## config.mk

```make
export PLATFORM = sky130hd
export DESIGN_NAME = irq_prio_resolver
export DESIGN_NICKNAME = d
export VERILOG_FILES = /design/src/rtl/irq_res_pkg.sv /design/src/rtl/irq_prio_scan.sv /design/src/rtl/irq_res_core.sv /design/src/rtl/irq_prio_resolver.sv
export SDC_FILE = /design/constraint.sdc
export NUM_CORES = 1
export LEC_CHECK = 0
export CORE_AREA = 2 2 114 116
export DETAILED_ROUTE_END_ITERATION = 7
export DIE_AREA = 0 0 116 118
export GPL_TIMING_DRIVEN = 0
export HOLD_SLACK_MARGIN = 0.12
export REMOVE_ABC_BUFFERS = 1
export SLEW_MARGIN = 5
export SYNTH_ARGS = -nofsm -noshare
export SYNTH_HDL_FRONTEND = slang
export SYNTH_SLANG_ARGS = --single-unit
```

## constraint.sdc

```tcl
create_clock -name clk_i -period 2.1 [get_ports clk_i]
set_input_delay 0.525 -clock clk_i [delete_from_list [all_inputs] [get_ports clk_i]]
set_output_delay 0.525 -clock clk_i [all_outputs]
set_load 0.1 [all_outputs]
```

## src/rtl/irq_res_pkg.sv

```systemverilog
package irq_res_pkg;
  localparam int unsigned LINES = 8;
  localparam int unsigned IDXW  = $clog2(LINES);

  typedef logic [LINES-1:0] vec_t;
  typedef logic [IDXW-1:0]  idx_t;
  // rank 0..LINES-1, value LINES means "no bit set"
  typedef logic [IDXW:0]    prio_t;

  localparam prio_t PRIO_NONE = prio_t'(LINES);
endpackage

```

## src/rtl/irq_prio_scan.sv

```systemverilog
module irq_prio_scan
  import irq_res_pkg::*;
(
  input  vec_t  vec_i,
  input  idx_t  ofs_i,
  output prio_t prio_o
);
  // Rank of the first set bit when scanning from position ofs_i upward.
  always_comb begin
    idx_t pos;
    pos    = '0;
    prio_o = PRIO_NONE;
    for (int i = LINES - 1; i >= 0; i--) begin
      pos = idx_t'(i) + ofs_i;
      if (vec_i[pos]) begin
        prio_o = prio_t'(i);
      end
    end
  end
endmodule

```

## src/rtl/irq_res_core.sv

```systemverilog
module irq_res_core
  import irq_res_pkg::*;
#(
  parameter idx_t CAS_LINE = idx_t'(2)
) (
  input  logic clk_i,
  input  logic rst_n_i,
  input  vec_t pend_i,
  input  vec_t mask_i,
  input  vec_t isr_i,
  input  idx_t ofs_i,
  input  logic sfnm_i,
  input  logic is_pri_i,
  input  logic rot_i,
  input  logic ack_i,
  output logic req_o,
  output idx_t line_o,
  output logic upd_o,
  output vec_t isr_upd_o,
  output idx_t ofs_upd_o
);
  vec_t  cand;
  vec_t  cas_bit;
  vec_t  isr_eff;
  prio_t cand_prio;
  prio_t cur_prio;

  logic  req_d, req_q;
  idx_t  line_d, line_q;
  logic  ack_take;
  logic  upd_d, upd_q;
  vec_t  isr_upd_d, isr_upd_q;
  idx_t  ofs_upd_d, ofs_upd_q;

  assign cand    = pend_i & ~mask_i;
  assign cas_bit = vec_t'(1) << CAS_LINE;
  assign isr_eff = (sfnm_i && is_pri_i) ? (isr_i & ~cas_bit) : isr_i;

  irq_prio_scan u_scan_cand (
    .vec_i  (cand),
    .ofs_i  (ofs_i),
    .prio_o (cand_prio)
  );

  irq_prio_scan u_scan_cur (
    .vec_i  (isr_eff),
    .ofs_i  (ofs_i),
    .prio_o (cur_prio)
  );

  // next-state logic
  always_comb begin
    req_d     = (cand_prio < cur_prio);
    line_d    = req_d ? (idx_t'(cand_prio[IDXW-1:0]) + ofs_i) : '0;
    ack_take  = ack_i & req_q;
    upd_d     = ack_take;
    isr_upd_d = isr_i | (vec_t'(1) << line_q);
    ofs_upd_d = rot_i ? (line_q + idx_t'(1)) : ofs_i;
  end

  // registers
  always_ff @(posedge clk_i or negedge rst_n_i) begin
    if (!rst_n_i) begin
      req_q     <= 1'b0;
      line_q    <= '0;
      upd_q     <= 1'b0;
      isr_upd_q <= '0;
      ofs_upd_q <= '0;
    end else begin
      req_q  <= req_d;
      line_q <= line_d;
      upd_q  <= upd_d;
      if (ack_take) begin
        isr_upd_q <= isr_upd_d;
        ofs_upd_q <= ofs_upd_d;
      end
    end
  end

  assign req_o     = req_q;
  assign line_o    = line_q;
  assign upd_o     = upd_q;
  assign isr_upd_o = isr_upd_q;
  assign ofs_upd_o = ofs_upd_q;

  AST_WIN_WAS_CANDIDATE: assert property (@(posedge clk_i) disable iff (!rst_n_i)
    req_q |-> |($past(cand) & (vec_t'(1) << line_q)));

  AST_WIN_NOT_IN_SERVICE: assert property (@(posedge clk_i) disable iff (!rst_n_i)
    req_q |-> !(|($past(isr_eff) & (vec_t'(1) << line_q))));

  AST_NO_ACK_NO_UPD: assert property (@(posedge clk_i) disable iff (!rst_n_i)
    ($past(ack_i) && !$past(req_q)) |-> !upd_q);

  AST_UPD_SETS_WINNER: assert property (@(posedge clk_i) disable iff (!rst_n_i)
    upd_q |-> isr_upd_q[$past(line_q)]);

  AST_ROTATE_NEXT: assert property (@(posedge clk_i) disable iff (!rst_n_i)
    (upd_q && $past(rot_i)) |-> (ofs_upd_q == $past(line_q) + idx_t'(1)));
endmodule

```

## src/rtl/irq_prio_resolver.sv

```systemverilog
module irq_prio_resolver
  import irq_res_pkg::*;
#(
  parameter bit          CASCADE  = 1'b1,
  parameter int unsigned CAS_LINE = 2
) (
  input  logic             clk_i,
  input  logic             rst_n_i,
  input  logic [LINES-1:0] pri_pend_i,
  input  logic [LINES-1:0] pri_mask_i,
  input  logic [LINES-1:0] pri_isr_i,
  input  logic [IDXW-1:0]  pri_ofs_i,
  input  logic             sfnm_i,
  input  logic             pri_rot_i,
  input  logic             ack_i,
  input  logic [LINES-1:0] sec_pend_i,
  input  logic [LINES-1:0] sec_mask_i,
  input  logic [LINES-1:0] sec_isr_i,
  input  logic [IDXW-1:0]  sec_ofs_i,
  input  logic             sec_rot_i,
  output logic             irq_req_o,
  output logic [IDXW-1:0]  irq_line_o,
  output logic             pri_upd_o,
  output logic [LINES-1:0] pri_isr_upd_o,
  output logic [IDXW-1:0]  pri_ofs_upd_o,
  output logic             sec_req_o,
  output logic [IDXW-1:0]  sec_line_o,
  output logic             sec_upd_o,
  output logic [LINES-1:0] sec_isr_upd_o,
  output logic [IDXW-1:0]  sec_ofs_upd_o
);
  localparam idx_t CAS_IDX = idx_t'(CAS_LINE);

  logic [1:0] rst_sync_q;
  logic       rst_core_n;
  vec_t       pri_pend_eff;

  // asynchronous assert, synchronous release
  always_ff @(posedge clk_i or negedge rst_n_i) begin
    if (!rst_n_i) begin
      rst_sync_q <= '0;
    end else begin
      rst_sync_q <= {rst_sync_q[0], 1'b1};
    end
  end
  assign rst_core_n = rst_sync_q[1];

  generate
    if (CASCADE) begin : g_cas
      logic sec_ack;
      assign sec_ack      = ack_i & irq_req_o & (irq_line_o == CAS_IDX);
      assign pri_pend_eff = pri_pend_i | (vec_t'(sec_req_o) << CAS_IDX);

      irq_res_core #(.CAS_LINE(CAS_IDX)) u_sec (
        .clk_i     (clk_i),
        .rst_n_i   (rst_core_n),
        .pend_i    (sec_pend_i),
        .mask_i    (sec_mask_i),
        .isr_i     (sec_isr_i),
        .ofs_i     (sec_ofs_i),
        .sfnm_i    (sfnm_i),
        .is_pri_i  (1'b0),
        .rot_i     (sec_rot_i),
        .ack_i     (sec_ack),
        .req_o     (sec_req_o),
        .line_o    (sec_line_o),
        .upd_o     (sec_upd_o),
        .isr_upd_o (sec_isr_upd_o),
        .ofs_upd_o (sec_ofs_upd_o)
      );

      AST_CAS_UPD_PAIRED: assert property (@(posedge clk_i) disable iff (!rst_core_n)
        sec_upd_o |-> pri_upd_o);
    end else begin : g_solo
      assign pri_pend_eff  = pri_pend_i;
      assign sec_req_o     = 1'b0;
      assign sec_line_o    = '0;
      assign sec_upd_o     = 1'b0;
      assign sec_isr_upd_o = '0;
      assign sec_ofs_upd_o = '0;
    end
  endgenerate

  irq_res_core #(.CAS_LINE(CAS_IDX)) u_pri (
    .clk_i     (clk_i),
    .rst_n_i   (rst_core_n),
    .pend_i    (pri_pend_eff),
    .mask_i    (pri_mask_i),
    .isr_i     (pri_isr_i),
    .ofs_i     (pri_ofs_i),
    .sfnm_i    (sfnm_i),
    .is_pri_i  (1'b1),
    .rot_i     (pri_rot_i),
    .ack_i     (ack_i),
    .req_o     (irq_req_o),
    .line_o    (irq_line_o),
    .upd_o     (pri_upd_o),
    .isr_upd_o (pri_isr_upd_o),
    .ofs_upd_o (pri_ofs_upd_o)
  );
endmodule

```

==> run metrics <==
DR iter-0 viols=133; crit start category=primary input; post-synthesis mux area share=~28%; Rel. slew slack=34.2%; number of global-route vias before repair=3,680; WP data required=~2.3 ns; critical setup path kind=primary input to flop; Ports=92; fmax=0.353 GHz; Synth cell types=62; Die Height=118 µm; Peak VDD IR=~0.79 mV; FF-to-FF End=u_pri.line_o[2]; CTS Buf Count=5; max-cap check violation count=0; clk slew on worst S/H paths=0.05 ns; final instance area=5770 µm²; RSZ-0062 raised after global routing=yes; max incr delay on CP=0.55 ns; Worst-Skew Late Latency=0.27 ns; Hold Path Class=flop to asynchronous set/reset pin; CP top delay family=compound AO/OA/AOI/OAI gates; Final Hold Viols=0; Placed Cells=between 600 and 700; synth warn=0; pwr dens=~1100 nW/µm²; antenna violations before repair=0; count leader, synth=dfrtp_1; final setup TNS=-5.46 ns; number of synthesized flops with an enable pin=0; Post-DP Area=4660 µm²; largest area contributor in the netlist=dfrtp_1; outcome=finished with violations; Post-Layout Cell Count=677; vias per cell=5.15; FILL cells=1,194; syn avg cell area=9.81 µm²; Total Die Area=13,700 µm²; synth top area cells=dfrtp_1 23%, mux4_2 15%, ha_1 8.3%, mux2_2 4.6%, mux4_1 4.3%; Slowest-stage cell, CP=mux4_2; Max Root-Sink Buffers=2; Final Setup Violations=8; Ant. Diodes=0; Synth Area in XOR/XNOR=2.13%; post-route ant nets=0; adder and majority gate portion of the synthesized area=9.35%; area share of the largest cell type after synthesis=23.4%; Die Wd=116 µm; worst hold slack=0.321 ns; Core Rows=41; Yosys reg bits=34; final worst-path cycle share=135%; share of layout cells above drive strength 1=43.6%; first-pass GRT wire length=18,100 µm; post-placement worst setup slack=-2.80 ns; Starting Density=29.3%; total wire length=~11,000 µm; CTS tree=yes; data arrival time of the worst path=~3.1 ns; CP cell instances=buf_16, buf_6, nand3b_1, o2111ai_2, mux4_2, nand3b_1, buf_4, nor2_4, ha_4, a21o_1, a211oi_2, a21oi_2, inv_2, and2_4; Post-Synth Simple-Gate Area=17.7%; post-synth design cell area=3640 µm²; Critical Path Sink Type=flop; setup ws final=-0.734 ns; number of cells on the worst reg-to-reg path=11; max-slew violations=0; Clock Skews=approximately 0.003 ns; worst path bufs/invs=4; RR Startpoint=g_cas.u_sec.req_o; fraction of registers with async set/reset=100%; Worst-Margin Slew=approximately 0.99 ns; GRT Residual Overflow=0; core area=12,400 µm²; most used cell, CP=nand3b_1; clock sink total=34; R2R Setup Slk=-0.69 ns; largest net degree at the start of global routing=33; post-layout min period=2.83 ns; combinational family with the most area after synthesis=multiplexers; wire per inst=16.5 µm; Routability Congestion=approximately 0.9; top post-synthesis cells by count=34 x dfrtp_1, 32 x nor2_1, 31 x nand2_1; H-tree Lvls=2; Port Buffer Count=91; DRC viols=0; Via Count=3,484; P&R area growth vs syn=58.6%; Tot GR Track Use=16.3%; critical path peak fanout=7; Post-DP HPWL=about 7500 µm; violated checks=setup timing; Primary FF master, synth=dfrtp_1; Synth Instances=approximately 370; leakage power=about 2.5 nW; clock root buffer=clkbuf_16; drt pass-1 iters=4; Nets=592; Seq/Total Area, Yosys=a little under a quarter; complex-gate fraction of the synthesized area=roughly 14%
-- worst max path at each step --
stage,end,cells after the start,slack (ns),from
after floorplan,u_pri.line_o[1],11,-1.17,pri_ofs_i[1]
after global placement,g_cas.u_sec.line_o[0],15,-2.68,sec_ofs_i[0]
after detailed placement,g_cas.u_sec.line_o[0],15,-2.80,sec_ofs_i[0]
after CTS,u_pri.line_o[2],12,-0.71,pri_ofs_i[0]
after global routing,g_cas.u_sec.line_o[0],14,-0.87,sec_ofs_i[0]
final,g_cas.u_sec.line_o[0],14,-0.73,sec_ofs_i[0]
-- cell usage in the layout (no fill, tap or decap), types with 8 or more instances in the layout --
master           instances
o21ai_0                 20
dfrtp_1                 32
buf_4                   45
clkdlybuf4s15_1         20
ha_1                    15
mux4_2                  29
nor2_1                  24
nand4_1                  8
nand2b_4                10
mux2_2                   9
a21oi_1                 24
dlygate4sd2_1           44
inv_1                   15
nand2_1                 27
mux2i_1                 10
-- flip-flops by register name, indices dropped and copies added, names as in the netlist --
name                   count
g_cas.u_sec.isr_upd_o      8
u_pri.isr_upd_o            8
rst_sync_q                 2
g_cas.u_sec.req_o          1
g_cas.u_sec.upd_o          1
u_pri.line_o               3
u_pri.req_o                1
g_cas.u_sec.ofs_upd_o      3
g_cas.u_sec.line_o         3
u_pri.upd_o                1
u_pri.ofs_upd_o            3
-- kinds of logic (layout without fill, tap and decap cells) --
group,count (synthesis),count (layout)
fa+ha+maj,26,26
buf+inv,38,172
other cells,1,1
mux,60,60
simple gates,123,123
xor+xnor,8,8
compound gates,81,81
flops,34,34
-- area by class of cell --
| cell class | instances | area, µm² | share of cell area, % |
|---|---|---|---|
| Sequential cell | 34 | 853 | 14.8 |
| Multi-Input combinational cell | 299 | 3090 | 53.5 |
| Inverter | 21 | 104 | 1.80 |
| Timing Repair Buffer | 145 | 1370 | 23.7 |
| Tap cell | 172 | 215 | 3.73 |
| Clock buffer | 6 | 139 | 2.41 |
-- per-layer routing --
layer / track usage (%) / wire (µm)
met5: 0 / 0
met4: 3.50 / 110
met3: 2.32 / 551
met2: 29.2 / 5900
met1: 20.5 / 4580
-- power by group --
group / total, mW / internal [mW] / switching (mW)
clock network: 0.701 / 0.457 / 0.244
registers: 1.14 / 0.926 / 0.215
logic: 4.25 / 1.23 / 3.02
-- what timing repair did --
item | CTS | global route
gates resized for setup | 285 | 27
setup buffers | 47 | 6
pin swaps | 52 | 27
endpoints found under the setup margin | 52 | 23
cloned | 1 | 0
hold buffers | 0 | 0
-- per-stage QoR --
stage | util [%] | power (mW)
floorplan | - | 4.09
global placement | 37.6 | 5.07
detailed placement | 37.6 | 5.11
CTS | 45.5 | 6.04
global route | 46.5 | 6.42
finish | 46.5 | 6.09
Note: power is estimated with default switching activity, not from simulation.
